===== src/rtl/bbs_pkg.sv =====
package bbs_pkg;
  localparam int DATA_W = 16;

  typedef enum logic [2:0] {
    PH_IDLE,
    PH_T1,
    PH_T2,
    PH_TW,
    PH_T4
  } phase_e;

  // strobes from control to datapath
  typedef struct packed {
    logic load;       // take a new request
    logic addrPhase;  // drive address on the shared lines
    logic capture;    // end of data phase
    logic advance;    // move to second half of a split access
    logic active;     // a bus cycle is in progress
  } strobe_t;

  localparam logic [2:0] STAT_PASSIVE = 3'b111;
  localparam logic [2:0] STAT_HALT    = 3'b011;

  function automatic logic isWriteCode(input logic [2:0] code);
    return code[1:0] == 2'b10;
  endfunction
endpackage


===== src/rtl/bbs_ctrl.sv =====
module bbs_ctrl
  import bbs_pkg::*;
(
  input  logic    clk,
  input  logic    rstN,
  input  logic    reqValid,
  input  logic    ready,
  input  logic    splitFirst,
  input  logic    isWrite,
  input  logic    isHalt,
  output strobe_t strb,
  output logic    reqReady,
  output logic    ale,
  output logic    adOe,
  output logic    rdN,
  output logic    wrN,
  output logic    rspValid
);
  phase_e state, stateNext;
  logic   dataWin;

  always_comb begin
    stateNext = state;
    unique case (state)
      PH_IDLE: if (reqValid) stateNext = PH_T1;
      PH_T1:   stateNext = PH_T2;
      PH_T2:   stateNext = ready ? PH_T4 : PH_TW;
      PH_TW:   stateNext = ready ? PH_T4 : PH_TW;
      PH_T4:   stateNext = splitFirst ? PH_T1 : PH_IDLE;
      default: stateNext = PH_IDLE;
    endcase
  end

  always_ff @(posedge clk) begin
    if (!rstN) begin
      state    <= PH_IDLE;
      rspValid <= 1'b0;
    end else begin
      state    <= stateNext;
      rspValid <= (state == PH_T4) && !splitFirst;
    end
  end

  assign dataWin       = (state == PH_T2) || (state == PH_TW) || (state == PH_T4);
  assign strb.load      = (state == PH_IDLE) && reqValid;
  assign strb.addrPhase = (state == PH_T1);
  assign strb.capture   = (state == PH_T4);
  assign strb.advance   = (state == PH_T4) && splitFirst;
  assign strb.active    = (state != PH_IDLE);

  assign reqReady = (state == PH_IDLE);
  assign ale      = (state == PH_T1);
  assign adOe     = (state == PH_T1) || (dataWin && isWrite);
  assign rdN      = !(dataWin && !isWrite && !isHalt);
  assign wrN      = !(dataWin && isWrite);

  p_ale_single_r3: assert property (@(posedge clk) disable iff (!rstN)
    ale |=> !ale);
  p_busy_not_ready_r2: assert property (@(posedge clk) disable iff (!rstN)
    ale |-> !reqReady);
  p_wait_hold_r8: assert property (@(posedge clk) disable iff (!rstN)
    (((state == PH_T2) || (state == PH_TW)) && !ready) |=> (state == PH_TW) && !(rdN && wrN && !isHalt));
  p_strobe_excl_r9: assert property (@(posedge clk) disable iff (!rstN)
    !(!rdN && !wrN));
  p_rsp_pulse_r10: assert property (@(posedge clk) disable iff (!rstN)
    rspValid |=> !rspValid);
endmodule


===== src/rtl/bbs_datapath.sv =====
module bbs_datapath
  import bbs_pkg::*;
#(
  parameter int ADDR_W = 20
) (
  input  logic                clk,
  input  logic                rstN,
  input  strobe_t             strb,
  input  logic [ADDR_W-1:0]   reqAddr,
  input  logic                reqWord,
  input  logic [2:0]          reqStatus,
  input  logic [DATA_W-1:0]   reqWdata,
  input  logic [DATA_W-1:0]   busAdIn,
  output logic                splitFirst,
  output logic                isWrite,
  output logic                isHalt,
  output logic [DATA_W-1:0]   adOutWord,
  output logic [ADDR_W-17:0]  addrUpper,
  output logic                highEnN,
  output logic [2:0]          cycStatus,
  output logic [DATA_W-1:0]   rspRdata
);
  localparam int HALF = DATA_W / 2;

  logic [ADDR_W-1:0] addrQ;
  logic              wordQ, oddQ, phaseQ;
  logic [2:0]        statusQ;
  logic [DATA_W-1:0] wdataQ, rdataQ;
  logic [HALF-1:0]   heldQ;
  logic [DATA_W-1:0] wrLane, rdLane;
  logic              laneHiEnN;

  assign splitFirst = wordQ && oddQ && !phaseQ;
  assign isWrite    = isWriteCode(statusQ);
  assign isHalt     = (statusQ == STAT_HALT);

  always_comb begin
    laneHiEnN = 1'b1;
    wrLane    = {{HALF{1'b0}}, wdataQ[HALF-1:0]};
    rdLane    = {{HALF{1'b0}}, busAdIn[HALF-1:0]};
    unique casez ({wordQ, oddQ, phaseQ})
      3'b00?: begin
        laneHiEnN = 1'b1;
        wrLane    = {{HALF{1'b0}}, wdataQ[HALF-1:0]};
        rdLane    = {{HALF{1'b0}}, busAdIn[HALF-1:0]};
      end
      3'b01?: begin
        laneHiEnN = 1'b0;
        wrLane    = {wdataQ[HALF-1:0], {HALF{1'b0}}};
        rdLane    = {{HALF{1'b0}}, busAdIn[DATA_W-1:HALF]};
      end
      3'b10?: begin
        laneHiEnN = 1'b0;
        wrLane    = wdataQ;
        rdLane    = busAdIn;
      end
      3'b110: begin
        laneHiEnN = 1'b0;
        wrLane    = {wdataQ[HALF-1:0], {HALF{1'b0}}};
        rdLane    = busAdIn;
      end
      3'b111: begin
        laneHiEnN = 1'b1;
        wrLane    = {{HALF{1'b0}}, wdataQ[DATA_W-1:HALF]};
        rdLane    = {busAdIn[HALF-1:0], heldQ};
      end
      default: ;
    endcase
  end

  always_ff @(posedge clk) begin
    if (!rstN) begin
      addrQ   <= '0;
      wordQ   <= 1'b0;
      oddQ    <= 1'b0;
      phaseQ  <= 1'b0;
      statusQ <= STAT_PASSIVE;
      wdataQ  <= '0;
      rdataQ  <= '0;
      heldQ   <= '0;
    end else begin
      if (strb.load) begin
        addrQ   <= reqAddr;
        wordQ   <= reqWord;
        oddQ    <= reqAddr[0];
        phaseQ  <= 1'b0;
        statusQ <= reqStatus;
        wdataQ  <= reqWdata;
      end
      if (strb.advance) begin
        addrQ  <= addrQ + 1'b1;
        phaseQ <= 1'b1;
      end
      if (strb.capture && !isWrite && !isHalt) begin
        if (splitFirst) heldQ <= busAdIn[DATA_W-1:HALF];
        else            rdataQ <= rdLane;
      end
    end
  end

  assign adOutWord = strb.addrPhase ? addrQ[DATA_W-1:0] : wrLane;
  assign addrUpper = addrQ[ADDR_W-1:16];
  assign highEnN   = strb.active ? laneHiEnN : 1'b1;
  assign cycStatus = strb.active ? statusQ : STAT_PASSIVE;
  assign rspRdata  = rdataQ;

  p_split_second_even_r7: assert property (@(posedge clk) disable iff (!rstN)
    (strb.addrPhase && phaseQ) |-> (!adOutWord[0] && highEnN));
  p_split_first_odd_r7: assert property (@(posedge clk) disable iff (!rstN)
    (strb.addrPhase && splitFirst) |-> (adOutWord[0] && !highEnN));
endmodule


===== src/rtl/bank_bus_sequencer.sv =====
module bank_bus_sequencer
  import bbs_pkg::*;
#(
  parameter int ADDR_W = 20
) (
  input  logic              clk,
  input  logic              rstN,
  input  logic              reqValid,
  output logic              reqReady,
  input  logic [2:0]        reqStatus,
  input  logic              reqWord,
  input  logic [ADDR_W-1:0] reqAddr,
  input  logic [15:0]       reqWdata,
  output logic              rspValid,
  output logic [15:0]       rspRdata,
  output logic [15:0]       busAdOut,
  output logic              busAdOe,
  input  logic [15:0]       busAdIn,
  output logic [ADDR_W-17:0] busAddrHi,
  output logic              ale,
  output logic              highEnN,
  output logic              rdN,
  output logic              wrN,
  input  logic              ready,
  output logic [2:0]        cycStatus
);
  strobe_t strb;
  logic    splitFirst, isWrite, isHalt;

  bbs_ctrl u_ctrl (
    .clk       (clk),
    .rstN      (rstN),
    .reqValid  (reqValid),
    .ready     (ready),
    .splitFirst(splitFirst),
    .isWrite   (isWrite),
    .isHalt    (isHalt),
    .strb      (strb),
    .reqReady  (reqReady),
    .ale       (ale),
    .adOe      (busAdOe),
    .rdN       (rdN),
    .wrN       (wrN),
    .rspValid  (rspValid)
  );

  bbs_datapath #(.ADDR_W(ADDR_W)) u_dp (
    .clk       (clk),
    .rstN      (rstN),
    .strb      (strb),
    .reqAddr   (reqAddr),
    .reqWord   (reqWord),
    .reqStatus (reqStatus),
    .reqWdata  (reqWdata),
    .busAdIn   (busAdIn),
    .splitFirst(splitFirst),
    .isWrite   (isWrite),
    .isHalt    (isHalt),
    .adOutWord (busAdOut),
    .addrUpper (busAddrHi),
    .highEnN   (highEnN),
    .cycStatus (cycStatus),
    .rspRdata  (rspRdata)
  );
endmodule


===== config.mk =====
export PLATFORM = sky130hd
export DESIGN_NAME = bank_bus_sequencer
export DESIGN_NICKNAME = d
export VERILOG_FILES = /design/src/rtl/bbs_pkg.sv /design/src/rtl/bbs_ctrl.sv /design/src/rtl/bbs_datapath.sv /design/src/rtl/bank_bus_sequencer.sv
export SDC_FILE = /design/constraint.sdc
export NUM_CORES = 1
export LEC_CHECK = 0
export BUFFER_PORTS_ARGS = -buffer_cell sky130_fd_sc_hd__clkbuf_2
export CAP_MARGIN = 10
export CORE_AREA = 2 2 109 111
export CTS_BUF_LIST = sky130_fd_sc_hd__clkbuf_8 sky130_fd_sc_hd__clkbuf_16
export DETAILED_ROUTE_END_ITERATION = 10
export DIE_AREA = 0 0 111 113
export HOLD_SLACK_MARGIN = 0.05
export SKIP_LAST_GASP = 1
export SLEW_MARGIN = 20
export SYNTH_ARGS = -nofsm -noshare
export SYNTH_HDL_FRONTEND = slang
export SYNTH_SLANG_ARGS = --single-unit

===== constraint.sdc =====
create_clock -name clk -period 2.25 [get_ports clk]
set_clock_uncertainty 0.1 [all_clocks]
set_input_delay 0.225 -clock clk [delete_from_list [all_inputs] [get_ports clk]]
set_output_delay 0.225 -clock clk [all_outputs]
set_load 0.01 [all_outputs]

Word level (Yosys, flattened, before mapping)
Index checks and enable logic that the tools add are counted.
- word-level logic and storage cells: 67
- input port bits: 60
- register bits after elaboration: 70
- output and inout port bits: 46
- reductions and logical operators: 30
- add/subtract/negate cells: 1
- bitwise operators: 1
- equality and inequality tests: 11
- multiplexer cells: 14
- operators with widths (kind ; count):
    $pmux W16 S4 ; 2
    $mux W20 ; 2
    $add A20 B1 Y20 const B ; 1
    $mux W16 ; 1
    $pmux W3 S4 ; 1
    $logic_and A1 B1 Y1 ; 10
    $eq A3 B2 Y1 const B ; 3
    $eq A3 B3 Y1 const B ; 3
    $mux W3 ; 3
    $reduce_or A2 Y1 ; 4
    $logic_not A1 Y1 ; 6
    $eq A2 B2 Y1 const B ; 2
    $mux W1 ; 4
    $reduce_and A2 Y1 ; 2
    $eq A3 B1 Y1 const B ; 1
    $logic_not A3 Y1 ; 1
    $logic_or A1 B1 Y1 ; 3
    $reduce_bool A3 Y1 ; 1
    $reduce_or A3 Y1 ; 1
    $eq A2 B1 Y1 const B ; 1
    $logic_not A2 Y1 ; 1
    $ne A2 B2 Y1 const B ; 1
    $pmux W1 S2 ; 1
    $reduce_bool A2 Y1 ; 1
    $not A1 Y1 ; 1

Longest topological paths before layout
- word-level depth: 6
- depth in mapped cells: 7
- mapped depth without buffers: 5

Hierarchy
Synthesis repeated with hierarchy kept, for this count alone.
- cells, all modules: 466
- area, all modules: 3901.2 um^2
- modules (own cells, without submodules) (module ; sequential area each (um^2) ; instances ; cells an instance ; area an instance (um^2)):
    bbs_datapath ; 1321.3 ; 1 ; 439 ; 3671.0
    bbs_ctrl ; 80.1 ; 1 ; 27 ; 230.2

Least setup slack after synthesis
Ideal clock, no wire load.
- path kind: reg-to-reg
- start: register u_dp.addrQ[0]
- end: register u_dp.addrQ[16]
- stages on the path, launching flop included: 8
- arrival: 2.037 ns
- setup slack: 0.034 ns
- required time: 2.071 ns
- cells stage by stage: dfxtp_1 > ha_1 > clkbuf_1 > nand3_1 > or4_1 > clkbuf_1 > or4_1 > o211ai_1
- word-level cells in the longest chain between the ends: 2
- ends and longest elaborated chain (what ; line ; source):
    start, declared ; bbs_datapath.sv:25 ; logic [ADDR_W-1:0] addrQ;
    start signal, assigned ; bbs_datapath.sv:83 ; addrQ <= reqAddr;
    start signal, assigned ; bbs_datapath.sv:91 ; addrQ <= addrQ + 1'b1;
    $add A20 B1 Y20 ; bbs_datapath.sv:91 ;
    $mux W20 ; bbs_datapath.sv:90 ; if (strb.advance) begin
Every way passes these cells.
A chain may end at the register's enable or synchronous reset.

Final worst setup path
- start: register u_ctrl.state[2]
- end: output busAdOe
- word-level cells in the longest chain between the ends: 5
- elaborated cells on any way between the ends: 8
- classes of those cells: 4 x eq/ne; 4 x reduce/logical
- ends and longest elaborated chain (what ; line ; source):
    start, declared ; bbs_ctrl.sv:19 ; phase_e state, stateNext;
    start signal, assigned ; bbs_ctrl.sv:39 ; state <= stateNext;
    $eq A3 B2 Y1 ; bbs_ctrl.sv:44 ; assign dataWin = (state == PH_T2) || (state == PH_TW) || (state == PH_T4);
    $logic_or A1 B1 Y1 (2 in a row) ; bbs_ctrl.sv:44 ;
    $logic_and A1 B1 Y1 ; bbs_ctrl.sv:53 ; assign adOe = (state == PH_T1) || (dataWin && isWrite);
    $logic_or A1 B1 Y1 (*) ; bbs_ctrl.sv:53 ;
    end, declared ; bank_bus_sequencer.sv:17 ; output logic busAdOe,
Every way passes the cells marked *; elsewhere a longest branch is shown, timed or not.

==> results.toml <==
[drt]
route.met2.wl_um = 5830
route.met3.wl_um = 558
wl_met1_um = 5520
antenna_left = 0
drc = 0
routedWlPerCell_um = 16.2
vias = 3994
viasPerCell = 5.39
dr.pass1.iters = 5
routed.top_layer = "met4"
initialDrtViolationCount = 216
routed_wl_um = 12000

[power_and_ir_drop]
clockPowerShare = 0.426
p_seq_frac = 0.353
power_density_nw_per_um2 = 824
p_switching_uw = 1220
switching_share = 0.292
intPower_uw = 2960
p_comb_frac = 0.222
p_leak_uw = 0.00199
ir_drop_uv = 442

[critical_path]
crit_family = "simple AND/OR/NAND/NOR gates"
critPathMaxStageDelay_ps = 520
critical_path_class = "reg2out"
slowest_stage = "or3b_4"
arrival_ps = 1810
critPathCaptureType = "primary output"
required_ps = 1920
setup.worst_path.start_class = "flip-flop"
cp_max_fo = 12
crit_chain = "or3b_4 -> nand2_1 -> nand3b_1 -> nand2b_1 -> clkbuf_2"
crit_buf_inv = 1

[yosys]
yosysWarnings = 0
synthTopCellsByArea = "dfxtp_1, nand2_1, a21oi_1"
yosysSeqAreaShare = 0.378
synthAdderAreaFrac = 0.00338
netlist.area_leader.share = 0.378
synth-edff-count = 0
yosysTopAreaCell = "dfxtp_1"
syn_inst = 472
synth-seq-cells = 70
synth_area_sq_um = 3710
synth-simple-area-share = 0.244
synth-async-reset-ratio = 0
yosysUniqueCellTypes = 57
ys_dominant_reg_cell = "dfxtp_1"
muxShareOfSynthArea = 0.0517
synth_compound_area_frac = 0.255
avgSynthCellArea_sq_um = 7.85
synth_top_family_by_area = "compound AO/OA/AOI/OAI gates"
synth_nets = 533
synthXorXnorAreaFrac = 0

[sta]
worstMarginPinSlew_ps = 690
drv_slew = 0
slew_headroom = 0.537
rsz0062_at_grt = "no"
fmax_mhz = 469
fin_crit_sh = 0.948
fin_tns_setup_ps = 0
fin_ws_ps = 117
setup_violations = 0
fin_crit_ps = 2130
hold_viol = 0

[placement]
place.gp.congestion = 0.871
pre_cts_ws_ps = 147
placed_area_sq_um = 4440
io_buffers = 105
placed_cells = 701
hpwl_um = 8490

[job]
cap_violations = 0

[layout]
drive_above_1_share = 0.284
final_cell_mix = "clkbuf_2, nand2_1, dfxtp_1"
final_cells = 741
nFillCells = 1179
nets = 654
num_antenna_cells = 0
mostFrequentLayoutCell = "clkbuf_2"
design_area_sq_um = 5070
synthToLayoutAreaGrowth_pct = 36.8
fin_util = 0.450

[clock_tree]
cts_root_buf = "clkbuf_16"
cts_inserted_buffers = 9
cts.sinks = 70
cts_max_path_buffers = 2
htree_levels = 3
insertion_delay_ps = 330
cts_tree = "built"
clk_pin_slew_ps = 60

[grt]
grt_pass1_wl_um = 19200
grt_pass1_vias = 3701
grt_start_max_net_pins = 52
antenna_found_initial = 0
track_usage = 0.190
overflow = 0

[floorplanning]
initial_core_util = 0.329
ios = 106
core.rowCount = 39
core_sq_um = 11300
dieArea_sq_um = 12500
dieHeight_um = 113
die_w_um = 111

[status]
status = "complete, no violations"

[worst_hold_path]
hold_path.class = "in2reg"
## worst paths after layout
path / start / to / slack, ps / depth (start not counted)
hold reg to reg: u_dp.rspRdata[9] / u_dp.rspRdata[9] / 350 / 2
setup / recovery: u_ctrl.state[2] / busAdOe / 120 / 5
setup reg to reg: u_ctrl.state[2] / u_dp.addrQ[2] / 150 / 4
hold / removal: reqAddr[3] / u_dp.addrQ[3] / 50 / 3
## repair_timing
item                                   CTS  global route
setup endpoints to repair                8             9
setup buffers                            0             0
endpoints found under the hold margin   25             0
hold buffers                            24             0
gates resized for setup                  2             5
## cell usage after synthesis (2+ instances only)
master and number:
nand3_1 20, a221o_1 6, nor3b_1 2, nand2_1 87, nor3_1 4, nand2b_1 6, clkbuf_1 26, nor4_1 2
a211oi_1 3, clkinv_1 2, or4_1 9, o311ai_0 2, nand4_1 6, o21ai_0 17, o2111ai_1 4, mux2i_1 9
inv_1 15, dfxtp_1 70, or3_1 3, buf_2 10, or2_2 3, a31oi_1 8, a22oi_1 13, nand3b_1 3
o22ai_1 6, o211ai_1 11, a221oi_1 8, o2bb2ai_1 2, nor2_1 21, a21oi_1 48, clkbuf_2 2, nor2b_1 2
a32oi_1 2, buf_4 4, mux2_2 9, a311oi_1 6
## per-stage QoR
step           hold slack, ps  total power (uW)
2_1_floorplan             239              2010
3_3_place_gp              340              2370
3_5_place_dp              348              2390
4_1_cts                  50.2              4200
5_1_grt                  62.7              4370
6_report                 52.0              4180
## kinds of logic (layout without fill, tap and decap cells)
| kind of cell | Yosys count | count (layout) |
|---|---|---|
| buf+inv | 59 | 185 |
| fa+ha+maj | 1 | 1 |
| flops | 70 | 70 |
| simple gates | 181 | 181 |
| mux | 18 | 18 |
| compound gates | 143 | 143 |
## per-layer routing
metal  vias to the layer above  global-route usage
met4                         0              0.0600
met3                         8              0.0343
li1                       1978                   -
met1                      1890               0.253
met5                         -                   0
met2                       118               0.313
## registers in the layout, indices dropped and copies added (netlist names)
name / cells
u_dp.wordQ: 1
u_dp.heldQ: 8
u_dp.statusQ: 3
u_ctrl.rspValid: 1
u_dp.rspRdata: 16
u_ctrl.state: 3
u_dp.phaseQ: 1
u_dp.addrQ: 20
u_dp.wdataQ: 16
u_dp.oddQ: 1
## layout make-up
cell class                      count  area [sq um]  share of cell area
Inverter                           17          65.1              0.0128
Multi-Input combinational cell    343          2070               0.409
Sequential cell                    70          1400               0.276
Timing Repair Buffer              152           980               0.193
Clock buffer                       10           239              0.0471
Tap cell                          143           179              0.0353
Clock inverter                      6           133              0.0262
## power groups by stage
stage	Clock, uW	Sequential, uW	Combinational [uW]
floorplan	0	1450	559
global placement	0	1490	886
finish	1780	1470	925
global route	1870	1490	1020
detailed placement	0	1490	894
CTS	1810	1470	931
## worst reg2reg max path: cells and delay by family, from the launching register on
family           cells  cell delay (ps)
flip-flops           1              390
AND/OR/NAND/NOR      1              910
AO/OA/AOI/OAI        3              610
Note: power is estimated with default switching activity, not from simulation.
